===== src/rtl/cond_seq_pkg.sv =====
// Shared types for the conditional slot sequencer.
// Assumes condition codes come in inverse pairs that differ only in bit 0.
package cond_seq_pkg;
    localparam int COND_W = 3;

    typedef enum logic [COND_W-1:0] {
        CC_EQ = 3'd0,
        CC_NE = 3'd1,
        CC_GE = 3'd2,
        CC_LT = 3'd3,
        CC_GT = 3'd4,
        CC_LE = 3'd5,
        CC_CS = 3'd6,
        CC_CC = 3'd7
    } cond_e;

    typedef struct packed {
        logic n;
        logic z;
        logic c;
        logic v;
    } flags_t;

    // Opposite sense of a condition: toggle the pair-select bit.
    function automatic logic [COND_W-1:0] cond_invert(input logic [COND_W-1:0] c);
        return c ^ {{(COND_W-1){1'b0}}, 1'b1};
    endfunction
endpackage


===== src/rtl/cond_eval.sv =====
// Evaluates one condition code against the status flags.
// Purely combinational; assumes the flags are valid in the cycle of use.
module cond_eval
    import cond_seq_pkg::*;
(
    input  logic [COND_W-1:0] cond_i,
    input  flags_t            flags_i,
    output logic              pass_o
);
    // Decode the code into its flag test.
    always_comb begin
        unique case (cond_e'(cond_i))
            CC_EQ:   pass_o = flags_i.z;
            CC_NE:   pass_o = !flags_i.z;
            CC_GE:   pass_o = (flags_i.n == flags_i.v);
            CC_LT:   pass_o = (flags_i.n != flags_i.v);
            CC_GT:   pass_o = !flags_i.z && (flags_i.n == flags_i.v);
            CC_LE:   pass_o = flags_i.z || (flags_i.n != flags_i.v);
            CC_CS:   pass_o = flags_i.c;
            default: pass_o = !flags_i.c;
        endcase
    end
endmodule


===== src/rtl/slot_tracker.sv =====
// Holds the open group: base code, last slot index, else mask and position.
// Assumes MAX_SLOTS is a power of two so the count field covers 1..MAX_SLOTS.
module slot_tracker
    import cond_seq_pkg::*;
#(
    parameter int MAX_SLOTS = 4,
    localparam int SW = $clog2(MAX_SLOTS),
    localparam int PW = MAX_SLOTS - 1
) (
    input  logic              clk,
    input  logic              rst_n,
    input  logic              start_i,
    input  logic [COND_W-1:0] base_i,
    input  logic [SW-1:0]     last_i,
    input  logic [PW-1:0]     pat_i,
    input  logic              issue_i,
    output logic              active_o,
    output logic              else_o,
    output logic [COND_W-1:0] base_o,
    output logic              nest_o
);
    logic              active_q;
    logic [SW-1:0]     cnt_q;
    logic [SW-1:0]     last_q;
    logic [PW-1:0]     pat_q;
    logic [COND_W-1:0] base_q;
    logic [MAX_SLOTS-1:0] pat_ext;
    logic [MAX_SLOTS-1:0] hit;

    // Load on start, step on issue, close after the last slot.
    always_ff @(posedge clk) begin
        if (!rst_n) begin
            active_q <= 1'b0;
            cnt_q    <= '0;
            last_q   <= '0;
            pat_q    <= '0;
            base_q   <= '0;
        end else if (start_i) begin
            active_q <= 1'b1;
            cnt_q    <= '0;
            last_q   <= last_i;
            pat_q    <= pat_i;
            base_q   <= base_i;
        end else if (active_q && issue_i) begin
            if (cnt_q == last_q) begin
                active_q <= 1'b0;
                cnt_q    <= '0;
            end else begin
                cnt_q <= cnt_q + SW'(1);
            end
        end
    end

    // Slot 0 is always a then slot; mask bits cover the later slots.
    assign pat_ext = {pat_q, 1'b0};

    // One selector per slot picks that slot's then/else bit.
    for (genvar g = 0; g < MAX_SLOTS; g++) begin : g_slot
        assign hit[g] = (cnt_q == SW'(g)) && pat_ext[g];
    end

    assign else_o   = |hit;
    assign active_o = active_q;
    assign base_o   = base_q;
    assign nest_o   = start_i && active_q;

    AST_CNT_BOUND: assert property (@(posedge clk) disable iff (!rst_n)
        active_q |-> (cnt_q <= last_q));
    AST_LAST_CLOSES: assert property (@(posedge clk) disable iff (!rst_n)
        (active_q && issue_i && !start_i && cnt_q == last_q) |=> !active_q);
    AST_IDLE_HOLDS: assert property (@(posedge clk) disable iff (!rst_n)
        (active_q && !issue_i && !start_i) |=> (active_q && $stable(cnt_q)));
    AST_START_FIRST: assert property (@(posedge clk) disable iff (!rst_n)
        start_i |=> (active_q && cnt_q == '0));
    AST_RESET_IDLE: assert property (@(posedge clk) disable iff (!rst_n)
        $rose(rst_n) |-> !active_q);
endmodule


===== src/rtl/cond_slot_seq.sv =====
// Top of the conditional slot sequencer: tracks an open group, forms the
// slot's effective condition and gates execution on the live flags.
// Assumes one issue strobe per decoded instruction and that the opening
// instruction's own issue coincides with it_start.
module cond_slot_seq
    import cond_seq_pkg::*;
#(
    parameter int MAX_SLOTS = 4,
    localparam int SW = $clog2(MAX_SLOTS),
    localparam int PW = MAX_SLOTS - 1
) (
    input  logic              clk,
    input  logic              rst_n,
    input  logic              it_start,
    input  logic [2:0]        it_cond,
    input  logic [SW-1:0]     it_count,
    input  logic [PW-1:0]     it_pattern,
    input  logic              issue,
    input  logic              flag_n,
    input  logic              flag_z,
    input  logic              flag_c,
    input  logic              flag_v,
    output logic              in_block,
    output logic              exec_en,
    output logic [2:0]        eff_cond,
    output logic              nest_err
);
    logic              active;
    logic              slot_else;
    logic [COND_W-1:0] base;
    logic              pass;
    flags_t            flags;

    assign flags = '{n: flag_n, z: flag_z, c: flag_c, v: flag_v};

    slot_tracker #(.MAX_SLOTS(MAX_SLOTS)) u_track (
        .clk      (clk),
        .rst_n    (rst_n),
        .start_i  (it_start),
        .base_i   (it_cond),
        .last_i   (it_count),
        .pat_i    (it_pattern),
        .issue_i  (issue),
        .active_o (active),
        .else_o   (slot_else),
        .base_o   (base),
        .nest_o   (nest_err)
    );

    // Effective condition: base for then slots, inverse for else slots.
    always_comb begin
        eff_cond = slot_else ? cond_invert(base) : base;
    end

    cond_eval u_eval (
        .cond_i  (eff_cond),
        .flags_i (flags),
        .pass_o  (pass)
    );

    // Outside a group every instruction runs unconditionally.
    always_comb begin
        exec_en = !active || pass;
    end

    assign in_block = active;

    AST_FIRST_BASE: assert property (@(posedge clk) disable iff (!rst_n)
        it_start |=> (in_block && eff_cond == $past(it_cond)));
    AST_FREE_RUN: assert property (@(posedge clk) disable iff (!rst_n)
        !in_block |-> (exec_en && !nest_err));
    AST_NEST_REPLACES: assert property (@(posedge clk) disable iff (!rst_n)
        nest_err |=> (in_block && eff_cond == $past(it_cond)));
endmodule


===== config.mk =====
export PLATFORM = sky130hd
export DESIGN_NAME = cond_slot_seq
export DESIGN_NICKNAME = d
export VERILOG_FILES = /design/src/rtl/cond_seq_pkg.sv /design/src/rtl/cond_eval.sv /design/src/rtl/slot_tracker.sv /design/src/rtl/cond_slot_seq.sv
export SDC_FILE = /design/constraint.sdc
export NUM_CORES = 1
export LEC_CHECK = 0
export ABC_AREA = 0
export BUFFER_PORTS_ARGS = -buffer_cell sky130_fd_sc_hd__buf_2
export CORE_MARGIN = 1
export CORE_UTILIZATION = 40
export DETAILED_ROUTE_END_ITERATION = 16
export PLACE_DENSITY_LB_ADDON = 0.15
export RECOVER_POWER = 100
export SYNTH_ARGS = -nofsm -noshare
export SYNTH_HDL_FRONTEND = slang
export SYNTH_SLANG_ARGS = --single-unit

===== constraint.sdc =====
create_clock -name clk -period 2.07 [get_ports clk]
set_clock_uncertainty 0.15 [all_clocks]
set_input_delay 0.1035 -clock clk [delete_from_list [all_inputs] [get_ports clk]]
set_output_delay 0.1035 -clock clk [all_outputs]
set_load 0.005 [all_outputs]

==> metrics.cfg, run 1 <==
[outcome]
status=finished clean

[sta]
period_share=0.965
rsz0062_at_grt=yes
max_freq_ghz=0.501
whs_ps=19.8
setup_violations=0
final.setup.tns_ps=0
worst_slew_pin_slew_ps=361
hold_viol=0
fin_crit_ps=2000
relSlewSlack=0.759
slew_violations=0

[final_layout]
ff_latch_area_um2=228
layout-drive-gt1-share=0.355
finalNetCount=113
multi_input_area_um2=349
diodes=0
final_cell_mix=buf_2, nor2b_1, dlygate4sd3_1, dfxtp_1, mux2i_1
area_growth_pct=48.3
postLayoutCellArea_um2=850
layout.cells.most_common=buf_2
instances_no_fill=108
fillers=113

[logic_synthesis]
synth_cell_types=23
syn_avg_cell_area_um2=9.55
netlist_instances=60
ys.flop_type=dfxtp_1
netlist_area_um2=573
synth_enable_flop_cells=0
syn-num-nets=79
ys_seq_elements=11
yosysWarningCount=0
seq_area_frac_synth=0.384
synthArstFlopShare=0

[run]
drv_cap=0

[detailed_routing]
dr.pass1.iters=4
num_vias=500
drc=0
wl_per_cell_um=10.9
viasPerCell=4.63
drtAntennaViolNets=0
drtIter0Drc=5
totalWireLength_mm=1.18

[global_route]
grt_pass1_wl_mm=1.73
grt_start_max_net_pins=12
grt_pass1_vias=425
overflow=0
antenna_found_initial=0
grt.total_usage=0.170

[place]
dpl.hpwl_um=760
gp_congestion=0.801
dp.cells=93
placed_cell_area_um2=677
portBuffers=21

[die]
die_h_um=39.9
core-area_um2=1320
start_util=0.435
die_w_um=39.9
boundaryPins=22
dieArea_um2=1590
rows=13

[cts]
clock_path_buffers=2
clkTransAtPathRegs_ps=70
clock_sinks=11
htreeDepth=1
cts_root_buf=clkbuf_4
cts_tree=built
numCtsBuffers=3
clkLatencyLatePin_ps=280

[power]
peakVddDrop_v=0.000389
power_density_nw_per_um2=543
p_leak_uw=0.000379

[hold_path]
worstHoldPathType=in2reg

[critical_path]
endpoint_kind=output pin
arrival_ps=1740
cp_data_required_time_ps=1820
critPathSlowestCell=dfxtp_4
worst-path-max-fanout=4
worstPathCellList=inv_4 > ha_4 > a222oi_1 > xnor2_1 > nor3_1 > nand3b_1 > buf_2
critPathKind=reg2out
max_stage_delay_ps=380
worst_setup_path_start_kind=flip-flop

==> final cells by class <==
class,count,area share
multi-input combinational,43,0.411
sequential,11,0.268
clock buffer,3,0.0265
tap,15,0.0221
inverter,3,0.0162
clock inverter,1,0.00589
timing repair buffer,32,0.250
==> per-layer routing <==
metal	share of wire	GRT usage
met1	0.47	0.209
met2	0.47	0.254
met3	0.040	0.0852
met4	0.0093	0.0517
met5	0	0
==> logic make-up after synthesis <==
kind of cell    count (synthesis)  synth area share
xor+xnor                        4            0.0611
mux                             8             0.140
fa+ha+maj                       3            0.0655
flops                          11             0.384
buf+inv                         6            0.0546
compound gates                  8            0.0983
simple gates                   20             0.197
==> timing repair <==
| item | 4_1_cts | 5_1_grt |
|---|---|---|
| endpoints found under the setup margin | 1 | 1 |
| hold endpoints to repair | 9 | 0 |
| setup buffers | 0 | 2 |
| hold buffers | 9 | 0 |
| resized for setup | 3 | 10 |
| pin swaps | 2 | 4 |
==> power by group <==
part | switching (µW) | total [µW] | internal [µW]
clock | 79.9 | 152 | 71.7
combinational | 31.8 | 80.5 | 48.8
sequential | 9.08 | 229 | 220
==> synthesized netlist by cell type (2+ instances only) <==
| library cell | n | area, µm² |
|---|---|---|
| xor2_1 | 2 | 17.5 |
| xnor2_1 | 2 | 17.5 |
| ha_1 | 3 | 37.5 |
| nor2_1 | 2 | 7.51 |
| dfxtp_1 | 11 | 220 |
| mux2i_1 | 8 | 80.1 |
| buf_4 | 2 | 15.0 |
| nor2b_1 | 9 | 56.3 |
| or3_1 | 2 | 12.5 |
| a21oi_1 | 2 | 10.0 |
| inv_1 | 3 | 11.3 |
| nand2_1 | 3 | 11.3 |
==> critical path, delay by kind of cell (launching register included) <==
kind | cells | cell delay [ps]
AOI/OAI and AO/OA | 1 | 370
adders and majority gates | 1 | 140
DFF | 1 | 380
buffers and inverters | 2 | 170
and+or+nand+nor | 2 | 220
xor gates and xnor gates | 1 | 200
==> state kept, by name, summed over array words and instances, names as in the netlist <==
signal            cells
u_track.last_q        2
u_track.active_o      1
u_track.base_o        3
u_track.pat_q         3
u_track.cnt_q         2
==> per-stage QoR <==
stage / power, µW / setup slack, ps / util
after global routing: 490 / -45.2 / 0.645
after CTS: 465 / 8.10 / 0.607
final: 461 / 72.2 / 0.645
after detailed placement: 302 / 216 / 0.514
after floorplan: 276 / 377 / -
after global placement: 301 / 253 / 0.514
==> worst paths after layout <==
check / startpoint / to / slack [ps] / depth (start not counted)
min: issue / u_track.cnt_q[1] / 20 / 4
max: u_track.cnt_q[0] / exec_en / 70 / 7
min reg2reg: u_track.cnt_q[1] / u_track.cnt_q[1] / 380 / 2
max reg2reg: u_track.cnt_q[0] / u_track.cnt_q[0] / 610 / 5
Note: power is estimated with default switching activity, not from simulation.
==> run 2, diff against run 1 <==
==> constraint.sdc (replaced) <==
create_clock -name clk -period 2.07 [get_ports clk]
set_clock_uncertainty 0.15 [all_clocks]
set_input_delay 0.1035 -clock clk [delete_from_list [all_inputs] [get_ports clk]]
set_output_delay 0.1035 -clock clk [all_outputs]
set_load 0.02 [all_outputs]
==> metrics.cfg, run 2 (synthesis gave the netlist of run 1 again) <==
[cts]
clock_path_buffers=2  ; unchanged
numCtsBuffers=3  ; unchanged
clkLatencyLatePin_ps=270  ; about the same
htreeDepth=1  ; unchanged
clkTransAtPathRegs_ps=80  ; about the same
clock_sinks=11  ; unchanged
cts_tree=built
cts_root_buf=clkbuf_4

[sta]
slew_violations=0  ; unchanged
worst_slew_pin_slew_ps=374  ; +13.1 ps
final.setup.tns_ps=0  ; unchanged
relSlewSlack=0.750  ; -0.00871
max_freq_ghz=0.490  ; -2.1%
period_share=0.986  ; +0.0208
hold_viol=0  ; unchanged
rsz0062_at_grt=yes
fin_crit_ps=2040  ; +43.0 ps
setup_violations=0  ; unchanged

[die]
boundaryPins=22  ; unchanged
rows=13  ; unchanged
start_util=0.435  ; unchanged
dieArea_um2=1590  ; unchanged
die_w_um=39.9  ; unchanged
core-area_um2=1320  ; unchanged
die_h_um=39.9  ; unchanged

[critical_path]
critPathTopFamily=flip-flops
cp_num_buf_inv=2  ; unchanged
critPathSlowestCell=dfxtp_4
worst-path-max-fanout=4  ; unchanged
arrival_ps=1790  ; +50 ps
worstPathCellList=inv_2 > ha_2 > a222oi_1 > xnor2_1 > nor3_1 > nand3b_1 > buf_6
critPathKind=reg2out
endpoint_kind=output pin
worst_setup_path_start_kind=flip-flop
max_stage_delay_ps=370  ; about the same
cp_data_required_time_ps=1820  ; about the same

[detailed_routing]
wl_per_cell_um=10.7  ; -1.6%
num_vias=508  ; +1.6%
drtIter0Drc=8  ; +3
drtAntennaViolNets=0  ; unchanged
totalWireLength_mm=1.15  ; -2.5%
drc=0  ; unchanged
viasPerCell=4.75  ; +2.5%
dr.pass1.iters=5  ; +1

[global_route]
grt.total_usage=0.165  ; -0.00511
overflow=0  ; unchanged
grt_pass1_vias=392  ; -7.8%
grt_pass1_wl_mm=1.67  ; -3.6%
antenna_found_initial=0  ; unchanged
grt_start_max_net_pins=12  ; unchanged

[final_layout]
layout.cells.most_common=buf_2
instances_no_fill=107  ; -0.93%
area_growth_pct=41.5
finish.utilization=0.615  ; -0.0294
final_cell_mix=buf_2, nor2b_1, dlygate4sd3_1, dfxtp_1, mux2i_1
finalNetCount=112  ; -0.88%
layout-drive-gt1-share=0.283  ; -0.0722
diodes=0  ; unchanged

[place]
gp_congestion=0.797  ; -0.49%
portBuffers=21  ; unchanged
dp.cells=93  ; unchanged
dpl.hpwl_um=753  ; -0.84%

[power]
total_power_uw=468  ; +1.5%
p_leak_uw=0.000365  ; -3.5%
peakVddDrop_v=0.000328  ; -16%
power_density_nw_per_um2=577  ; +6.3%

[outcome]
status=finished clean

[hold_path]
worstHoldPathType=in2reg

[run]
drv_cap=0  ; unchanged

run 2: cell types whose count changed in the layout (fill, tap and decap cells not counted), sizes merged:
cell,change
clkbuf,+3
clkinv,-1
buf,-3
run 2: per-stage QoR:
stage	hold WS (ps)	cell area [µm²]	setup slack [ps]
after floorplan	71.1	573	117
after global placement	207	677	216
after detailed placement	217	677	142
after CTS	8.48	815	5.69
after global routing	42.1	811	-64.8
final	31.0	811	29.3
run 2: worst paths after layout:
kind / startpoint / endpoint / slack [ps] / cells past startpoint
worst max-delay path: u_track.cnt_q[0] / exec_en / 30 / 7
worst min-delay path: issue / u_track.cnt_q[0] / 30 / 4
worst max register to register: u_track.cnt_q[0] / u_track.cnt_q[0] / 630 / 5
worst min register to register: u_track.cnt_q[1] / u_track.cnt_q[1] / 340 / 2
run 2: worst min-delay path, stage by stage:
cell     delay [ps]
buf_2            80
nand2_1          90
nand2_1          80
a21oi_1          60
run 2: final cells by class:
type / count / area, µm²
fill: 117 / 507
multi-input combinational: 43 / 324
timing repair buffer: 31 / 205
sequential: 11 / 225
inverter: 3 / 11.3
clock buffer: 4 / 26.3
tap: 15 / 18.8
run 2: routing by layer:
layer / vias up / GRT usage / wire, µm
met5: - / 0 / 0
met4: 0 / 0.0776 / 4
met3: 2 / 0.0511 / 47
met2: 12 / 0.234 / 532
met1: 222 / 0.221 / 563
li1: 272 / - / -
run 2: power breakdown:
part | internal (µW) | leakage (µW) | total, µW | switching, µW
clock | 74.5 | 0.0000150 | 148 | 73.6
combinational | 49.6 | 0.000258 | 89.5 | 39.9
sequential | 221 | 0.0000919 | 230 | 8.95
run 2: what timing repair did:
action                                  CTS  global route
endpoints found under the setup margin    1             1
setup buffers                             1             0
gates resized for setup                   6             1
hold buffers                              9             0
pin swaps                                 3             0
gates cloned                              0             0
endpoints found under the hold margin     9             0
